### config.mk
export PLATFORM = sky130hd
export DESIGN_NAME = acc_alu_core
export DESIGN_NICKNAME = d
export VERILOG_FILES = /design/src/rtl/acc_alu_pkg.sv /design/src/rtl/acc_arith.sv /design/src/rtl/acc_logic.sv /design/src/rtl/acc_flag_shadow.sv /design/src/rtl/acc_alu_core.sv
export SDC_FILE = /design/constraint.sdc
export NUM_CORES = 1
export LEC_CHECK = 0
export BUFFER_PORTS_ARGS = -buffer_cell sky130_fd_sc_hd__buf_2
export CORE_MARGIN = 2
export CORE_UTILIZATION = 55
export CTS_CLUSTER_SIZE = 12
export DETAILED_ROUTE_END_ITERATION = 7
export HOLD_SLACK_MARGIN = 0.08
export MAX_ROUTING_LAYER = met4
export PLACE_DENSITY = 0.79
export SLEW_MARGIN = 20
export SYNTH_ARGS = -nofsm -noshare
export SYNTH_HDL_FRONTEND = slang
export SYNTH_SLANG_ARGS = --single-unit
### constraint.sdc
create_clock -name clk -period 3.9 [get_ports clk]
set_clock_uncertainty 0.05 [all_clocks]
set_input_delay 0 -clock clk [delete_from_list [all_inputs] [get_ports clk]]
set_output_delay 0 -clock clk [all_outputs]
set_load 0.02 [all_outputs]
### src/rtl/acc_alu_pkg.sv
package acc_alu_pkg;

    localparam int OPW = 5;

    typedef enum logic [OPW-1:0] {
        OP_NOP   = 5'd0,
        OP_INC   = 5'd1,
        OP_DEC   = 5'd2,
        OP_ADD   = 5'd3,
        OP_SUB   = 5'd4,
        OP_CMP   = 5'd5,
        OP_XOR   = 5'd6,
        OP_CPL   = 5'd7,
        OP_ROR   = 5'd8,
        OP_ROL   = 5'd9,
        OP_TST   = 5'd10,
        OP_CLR   = 5'd11,
        OP_LDR   = 5'd12,
        OP_ADDC  = 5'd13,
        OP_SUBNC = 5'd14,
        OP_SAVE  = 5'd15,
        OP_REST  = 5'd16
    } op_e;

endpackage

### src/rtl/acc_arith.sv
module acc_arith
    import acc_alu_pkg::*;
#(
    parameter int DW = 8
) (
    input  op_e           op,
    input  logic [DW-1:0] a,
    input  logic [DW-1:0] b,
    input  logic          c_in,
    output logic [DW-1:0] res,
    output logic          z,
    output logic          c
);

    localparam logic [DW-1:0] ONE     = DW'(1);
    localparam logic [DW-1:0] ALLONES = '1;

    logic [DW:0]   sum_ab;
    logic [DW-1:0] diff_ab;
    logic [DW-1:0] inc_v;
    logic [DW-1:0] dec_v;
    logic          a_ge_b;

    assign sum_ab  = {1'b0, a} + {1'b0, b};
    assign diff_ab = a - b;
    assign inc_v   = a + ONE;
    assign dec_v   = a - ONE;
    assign a_ge_b  = (a >= b);

    always_comb begin
        res = a;
        c   = c_in;
        unique case (op)
            OP_INC, OP_ADDC: begin
                res = inc_v;
                c   = (a == ALLONES);
            end
            OP_DEC, OP_SUBNC: begin
                res = dec_v;
                c   = (a != '0);
            end
            OP_ADD: begin
                res = sum_ab[DW-1:0];
                c   = sum_ab[DW];
            end
            OP_SUB, OP_CMP: begin
                res = diff_ab;
                c   = a_ge_b;
            end
            default: begin
                res = a;
                c   = c_in;
            end
        endcase
        z = (res == '0);
    end

endmodule

### src/rtl/acc_logic.sv
module acc_logic
    import acc_alu_pkg::*;
#(
    parameter int DW = 8
) (
    input  op_e           op,
    input  logic [DW-1:0] a,
    input  logic [DW-1:0] b,
    output logic [DW-1:0] res,
    output logic          z,
    output logic          c
);

    always_comb begin
        res = a;
        c   = 1'b0;
        unique case (op)
            OP_XOR: res = a ^ b;
            OP_CPL: res = ~a;
            OP_ROR: begin
                res = {a[0], a[DW-1:1]};
                c   = a[0];
            end
            OP_ROL: begin
                res = {a[DW-2:0], a[DW-1]};
                c   = a[DW-1];
            end
            OP_CLR: res = '0;
            OP_LDR: res = b;
            default: res = a;
        endcase
        z = (res == '0);
    end

endmodule

### src/rtl/acc_flag_shadow.sv
module acc_flag_shadow (
    input  logic clk,
    input  logic rst_n,
    input  logic save_en,
    input  logic z_in,
    input  logic c_in,
    output logic z_held,
    output logic c_held
);

    always_ff @(posedge clk) begin
        if (!rst_n) begin
            z_held <= 1'b0;
            c_held <= 1'b0;
        end else if (save_en) begin
            z_held <= z_in;
            c_held <= c_in;
        end
    end


    shadow_capture_chk: assert property (@(posedge clk) disable iff (!rst_n)
        ($past(rst_n) && $past(save_en)) |-> (z_held == $past(z_in) && c_held == $past(c_in)))
        else $error("shadow did not capture flags");


    shadow_hold_chk: assert property (@(posedge clk) disable iff (!rst_n)
        ($past(rst_n) && !$past(save_en)) |-> ($stable(z_held) && $stable(c_held)))
        else $error("shadow changed without save");

endmodule

### src/rtl/acc_alu_core.sv
module acc_alu_core
    import acc_alu_pkg::*;
#(
    parameter int DW = 8
) (
    input  logic          clk,
    input  logic          rst_n,
    input  logic [4:0]    op_code,
    input  logic          legacy_mode,
    input  logic [DW-1:0] acc_in,
    input  logic [DW-1:0] opnd_in,
    input  logic          z_in,
    input  logic          c_in,
    output logic [DW-1:0] acc_out,
    output logic          acc_we,
    output logic          z_out,
    output logic          z_we,
    output logic          c_out,
    output logic          c_we
);

    op_e           op;
    logic [DW-1:0] ar_res;
    logic          ar_z;
    logic          ar_c;
    logic [DW-1:0] lg_res;
    logic          lg_z;
    logic          lg_c;
    logic          sh_z;
    logic          sh_c;
    logic          save_en;

    assign op      = op_e'(op_code);
    assign save_en = (op == OP_SAVE);

    acc_arith #(.DW(DW)) u_arith (
        .op   (op),
        .a    (acc_in),
        .b    (opnd_in),
        .c_in (c_in),
        .res  (ar_res),
        .z    (ar_z),
        .c    (ar_c)
    );

    acc_logic #(.DW(DW)) u_logic (
        .op  (op),
        .a   (acc_in),
        .b   (opnd_in),
        .res (lg_res),
        .z   (lg_z),
        .c   (lg_c)
    );

    acc_flag_shadow u_shadow (
        .clk     (clk),
        .rst_n   (rst_n),
        .save_en (save_en),
        .z_in    (z_in),
        .c_in    (c_in),
        .z_held  (sh_z),
        .c_held  (sh_c)
    );

    always_comb begin
        acc_out = acc_in;
        z_out   = z_in;
        c_out   = c_in;
        acc_we  = 1'b0;
        z_we    = 1'b0;
        c_we    = 1'b0;
        unique case (op)
            OP_INC, OP_DEC, OP_ADD, OP_SUB: begin
                acc_out = ar_res; acc_we = 1'b1;
                z_out   = ar_z;   z_we   = 1'b1;
                c_out   = ar_c;   c_we   = 1'b1;
            end
            OP_CMP: begin
                z_out = ar_z; z_we = 1'b1;
                c_out = ar_c; c_we = 1'b1;
            end
            OP_ADDC: begin
                if (c_in) begin
                    acc_out = ar_res; acc_we = 1'b1;
                    z_out   = ar_z;   z_we   = 1'b1;
                    c_out   = ar_c;   c_we   = 1'b1;
                end
            end
            OP_SUBNC: begin
                if (!c_in) begin
                    acc_out = ar_res; acc_we = 1'b1;
                    z_out   = ar_z;   z_we   = 1'b1;
                    c_out   = ar_c;   c_we   = 1'b1;
                end
            end
            OP_XOR: begin
                acc_out = lg_res; acc_we = 1'b1;
                z_out   = lg_z;   z_we   = 1'b1;
                c_out   = 1'b0;   c_we   = 1'b1;
            end
            OP_CPL: begin
                acc_out = lg_res; acc_we = 1'b1;
            end
            OP_ROR, OP_ROL: begin
                acc_out = lg_res; acc_we = 1'b1;
                c_out   = lg_c;   c_we   = 1'b1;
            end
            OP_TST: begin
                z_out = lg_z; z_we = 1'b1;
            end
            OP_CLR: begin
                acc_out = lg_res; acc_we = 1'b1;
                z_out   = 1'b1;   z_we   = 1'b1;
            end
            OP_LDR: begin
                acc_out = lg_res; acc_we = 1'b1;
                if (!legacy_mode) begin
                    z_out = lg_z; z_we = 1'b1;
                end
            end
            OP_REST: begin
                z_out = sh_z; z_we = 1'b1;
                c_out = sh_c; c_we = 1'b1;
            end
            default: begin
                acc_we = 1'b0;
            end
        endcase
    end


    sub_borrow_chk: assert property (@(posedge clk) disable iff (!rst_n)
        (op_code == OP_SUB) |-> (c_we && c_out == (acc_in >= opnd_in)))
        else $error("subtract carry is not no-borrow");


    cmp_keep_acc_chk: assert property (@(posedge clk) disable iff (!rst_n)
        (op_code == OP_CMP) |-> (!acc_we && acc_out == acc_in && z_out == (acc_in == opnd_in)))
        else $error("compare touched accumulator");


    xor_carry_clr_chk: assert property (@(posedge clk) disable iff (!rst_n)
        (op_code == OP_XOR) |-> (c_we && !c_out))
        else $error("xor left carry set");


    cpl_flags_hold_chk: assert property (@(posedge clk) disable iff (!rst_n)
        (op_code == OP_CPL) |-> (!z_we && !c_we && acc_out == ~acc_in))
        else $error("complement touched flags");


    legacy_load_z_chk: assert property (@(posedge clk) disable iff (!rst_n)
        (op_code == OP_LDR && legacy_mode) |-> (!z_we && acc_out == opnd_in))
        else $error("legacy load wrote zero flag");


    addc_skip_chk: assert property (@(posedge clk) disable iff (!rst_n)
        (op_code == OP_ADDC && !c_in) |-> (!acc_we && !z_we && !c_we))
        else $error("carry add wrote with carry clear");


    shadow_restore_chk: assert property (@(posedge clk) disable iff (!rst_n)
        (op_code == OP_REST && $past(op_code) == OP_SAVE && $past(rst_n))
            |-> (z_out == $past(z_in) && c_out == $past(c_in)))
        else $error("restore did not return saved flags");

endmodule

==> flow_summary.ini <==
[setup_path]
critPathLaunch = acc_in[3]
end_kind = output port
arrival_ns = 3.21
critPathCapture = z_out
timing.rr.end = u_shadow.z_held$_SDFFE_PN0N_
path_class = in -> out
reg2reg_from = u_shadow.z_held$_SDFFE_PN0N_
rrSetupSlack_ns = 3.22
required_ns = 3.85
cp_max_fo = 13
rr_worst_depth = 2
cp-start-kind = input port

[sta]
setup_viol = 0
finalCritPeriodShare_pct = 83.6
rsz0062_at_grt = no
min_period_ns = 3.26
relSlewSlack_pct = 34.8
finalHoldViolCount = 0
setup_tns_ns = 0
slew_viol_final = 0
tightest_slew_ns = 0.953
max_freq_mhz = 307

[global_route]
grt_max_degree = 24
grt_usage_pct = 32.3
grt_overflow = 0
grt_pass1_vias = 2320
grt_pass1_wl_um = 11300
grt_antenna_before_repair = 0

[final_layout]
diodes = 0
layout-drive-gt1-share_pct = 16.5
final_util_pct = 62.1
final_cell_count_no_fill = 395
syn_to_final_growth_pct = 10.2
nets = 399

[synthesis]
synth-edff-count = 0
synth_adder_area_share_pct = 15.7
yosys.area_share.simple_pct = 32.7
synth-async-reset-ratio_pct = 0
ys_ff_latch = 2
synthCells = 322
avgSynthCellArea_um2 = 6.90
synth_seq_area_share_pct = 1.80
synth_ff_type = dfxtp_1
synth_top_family_by_area = compound AO/OA/AOI/OAI gates
ys_types = 69
synthMuxAreaShare_pct = 0.901
synth_compound_area_share_pct = 36.7
netlist_area_um2 = 2220
synthXorXnorAreaFrac_pct = 4.34
yosysWarnings = 0
synth_fp_nets = 374

[floorplan]
core_um2 = 3940
die_w_um = 67.6
die_h_um = 67.6
ios = 39
row_count = 23
initial_core_util_pct = 56.4
dieArea_um2 = 4560

[worst_hold_path]
holdCritPathClass = in -> reg

[route]
dr.first_iter.drc_count = 323
via_per_inst = 6.75
wl_per_cell_um = 17.5
antenna_left = 0
wirelength_um = 6910
num_vias = 2668
dr.pass1.iters = 5
drc = 0

[clock_tree]
clkTransAtPathRegs_ns = 0.03
htreeDepth = 1
worstSkewPairLatency_ns = 0.21
tritoncts.num_buffers = 3
post_cts_buffers = 0
cts_tree = built
clk_path_buf_depth = 2
clockRootBuffer = clkbuf_8
cts.sink_count = 2

[outcome]
outcome = finished, final reports clean

[placement]
place_inst = 390
place.gp.congestion = 1.04
io_buffers = 38
hpwl_um = 5210

[power_and_ir_drop]
p_leak_nw = 1.11
p_per_area_nw_per_um2 = 167
ir_drop_mv = 0.0932

[flow_run]
drv_cap = 0
## layout make-up
class / instances / area [um^2]
fill: 367 / 1490
inverter: 18 / 67.6
clock buffer: 3 / 41.3
timing repair buffer: 43 / 233
tap: 50 / 62.6
sequential: 2 / 40.0
multi-input combinational: 279 / 2010
## metrics by stage
| step | hold WS (ns) | area (um^2) | power (W) | worst slack [ns] |
|---|---|---|---|---|
| 2_1_floorplan | 0.0782 | 2220 | 0.000236 | 0.798 |
| 3_3_place_gp | 0.174 | 2390 | 0.000317 | 0.843 |
| 3_5_place_dp | 0.183 | 2390 | 0.000321 | 0.744 |
| 4_1_cts | 0.133 | 2450 | 0.000405 | 0.732 |
| 5_1_grt | 0.177 | 2450 | 0.000442 | 0.507 |
| 6_report | 0.146 | 2450 | 0.000409 | 0.640 |
## cell families (layout without fill, tap and decap cells)
family	count (synthesis)	after routing
AND/OR/NAND/NOR	132	132
AO/OA/AOI/OAI	108	108
buffers and inverters	41	64
adder cells (fa/ha/maj)	26	26
XOR/XNOR	11	11
multiplexers	2	2
flip-flops	2	2
## state kept, by name, indices dropped and copies added (netlist names)
register,cells
u_shadow.c_held,1
u_shadow.z_held,1
## what timing repair did
| action | 4_1_cts | 5_1_grt |
|---|---|---|
| endpoints found under the hold margin | 2 | 0 |
| resized for setup | 0 | 0 |
| hold buffers | 2 | 0 |
## how the worst min path moves through the flow
stage	from	to	slack (ns)	cells after the start
2_1_floorplan	rst_n	u_shadow.c_held$_SDFFE_PN0N_	0.08	1
3_3_place_gp	rst_n	u_shadow.c_held$_SDFFE_PN0N_	0.17	2
3_5_place_dp	rst_n	u_shadow.z_held$_SDFFE_PN0N_	0.18	2
4_1_cts	c_in	u_shadow.c_held$_SDFFE_PN0N_	0.13	3
5_1_grt	c_in	u_shadow.c_held$_SDFFE_PN0N_	0.18	3
6_report	c_in	u_shadow.c_held$_SDFFE_PN0N_	0.15	3
## critical path, cell delays in order
cell       delay [ns]
buf_2            0.19
ha_1             0.49
nor3_1           0.21
o21ai_0          0.21
a31oi_1          0.24
nor3_1           0.07
a2111oi_0        0.82
nand4b_1         0.30
o41ai_2          0.44
buf_2            0.23
## synth_stat cells (3+ instances only)
| library cell | n | area, um^2 |
|---|---|---|
| nand3_1 | 7 | 35.0 |
| and3_1 | 4 | 25.0 |
| fa_1 | 3 | 60.1 |
| o221ai_1 | 3 | 26.3 |
| a211o_1 | 6 | 52.6 |
| a21o_1 | 6 | 45.0 |
| nor2_1 | 28 | 105 |
| xor2_1 | 6 | 52.6 |
| inv_1 | 18 | 67.6 |
| a221o_1 | 10 | 100 |
| ha_1 | 23 | 288 |
| nor3_1 | 22 | 110 |
| a21oi_1 | 22 | 110 |
| nor2b_1 | 11 | 68.8 |
| a22oi_1 | 5 | 37.5 |
| nand2_1 | 21 | 78.8 |
| nand2b_1 | 8 | 50.1 |
| o211ai_1 | 5 | 37.5 |
| a221oi_1 | 5 | 43.8 |
| o21ai_0 | 13 | 65.1 |
| nor4_1 | 4 | 25.0 |
| a31oi_1 | 4 | 25.0 |
| o31ai_1 | 3 | 22.5 |
| xnor2_1 | 5 | 43.8 |
| nand4_1 | 5 | 31.3 |
| buf_2 | 3 | 15.0 |
| clkbuf_1 | 15 | 56.3 |
| a211oi_1 | 3 | 22.5 |
## per-layer routing
layer,track usage (%),share of wire [%],vias up
met5,-,0,-
met4,3.57,1.0,0
met3,1.33,8.2,11
met2,53.7,46,149
met1,44.6,45,1233
li1,-,-,1275
## where the power goes
part / leakage, nW / total, W / internal, W / switching [W]
clock network: 0.0216 / 0.0000797 / 0.0000651 / 0.0000145
registers: 0.0161 / 0.0000211 / 0.0000209 / 0.000000160
logic: 1.08 / 0.000309 / 0.000116 / 0.000192
total: 1.11 / 0.000409 / 0.000202 / 0.000207
## layout by cell type, fill, tap and decap left out, types with 3 or more instances in the layout
| cell | n |
|---|---|
| xor2_1 | 6 |
| a31oi_1 | 4 |
| o221ai_1 | 3 |
| nor4_1 | 4 |
| o21ai_0 | 13 |
| ha_1 | 23 |
| nand4_1 | 5 |
| clkbuf_8 | 3 |
| buf_2 | 38 |
| nand2b_1 | 8 |
| a211oi_1 | 3 |
| nor2_1 | 28 |
| nor3_1 | 22 |
| fa_1 | 3 |
| nand3_1 | 7 |
| o211ai_1 | 5 |
| a221o_1 | 10 |
| a21o_1 | 6 |
| a22oi_1 | 5 |
| nand2_1 | 21 |
| buf_4 | 3 |
| a211o_1 | 6 |
| a21oi_1 | 22 |
| inv_1 | 18 |
| a221oi_1 | 5 |
| and3_1 | 4 |
| o31ai_1 | 3 |
| nor2b_1 | 11 |
| xnor2_1 | 5 |
Power figures use the tool's default switching activity.
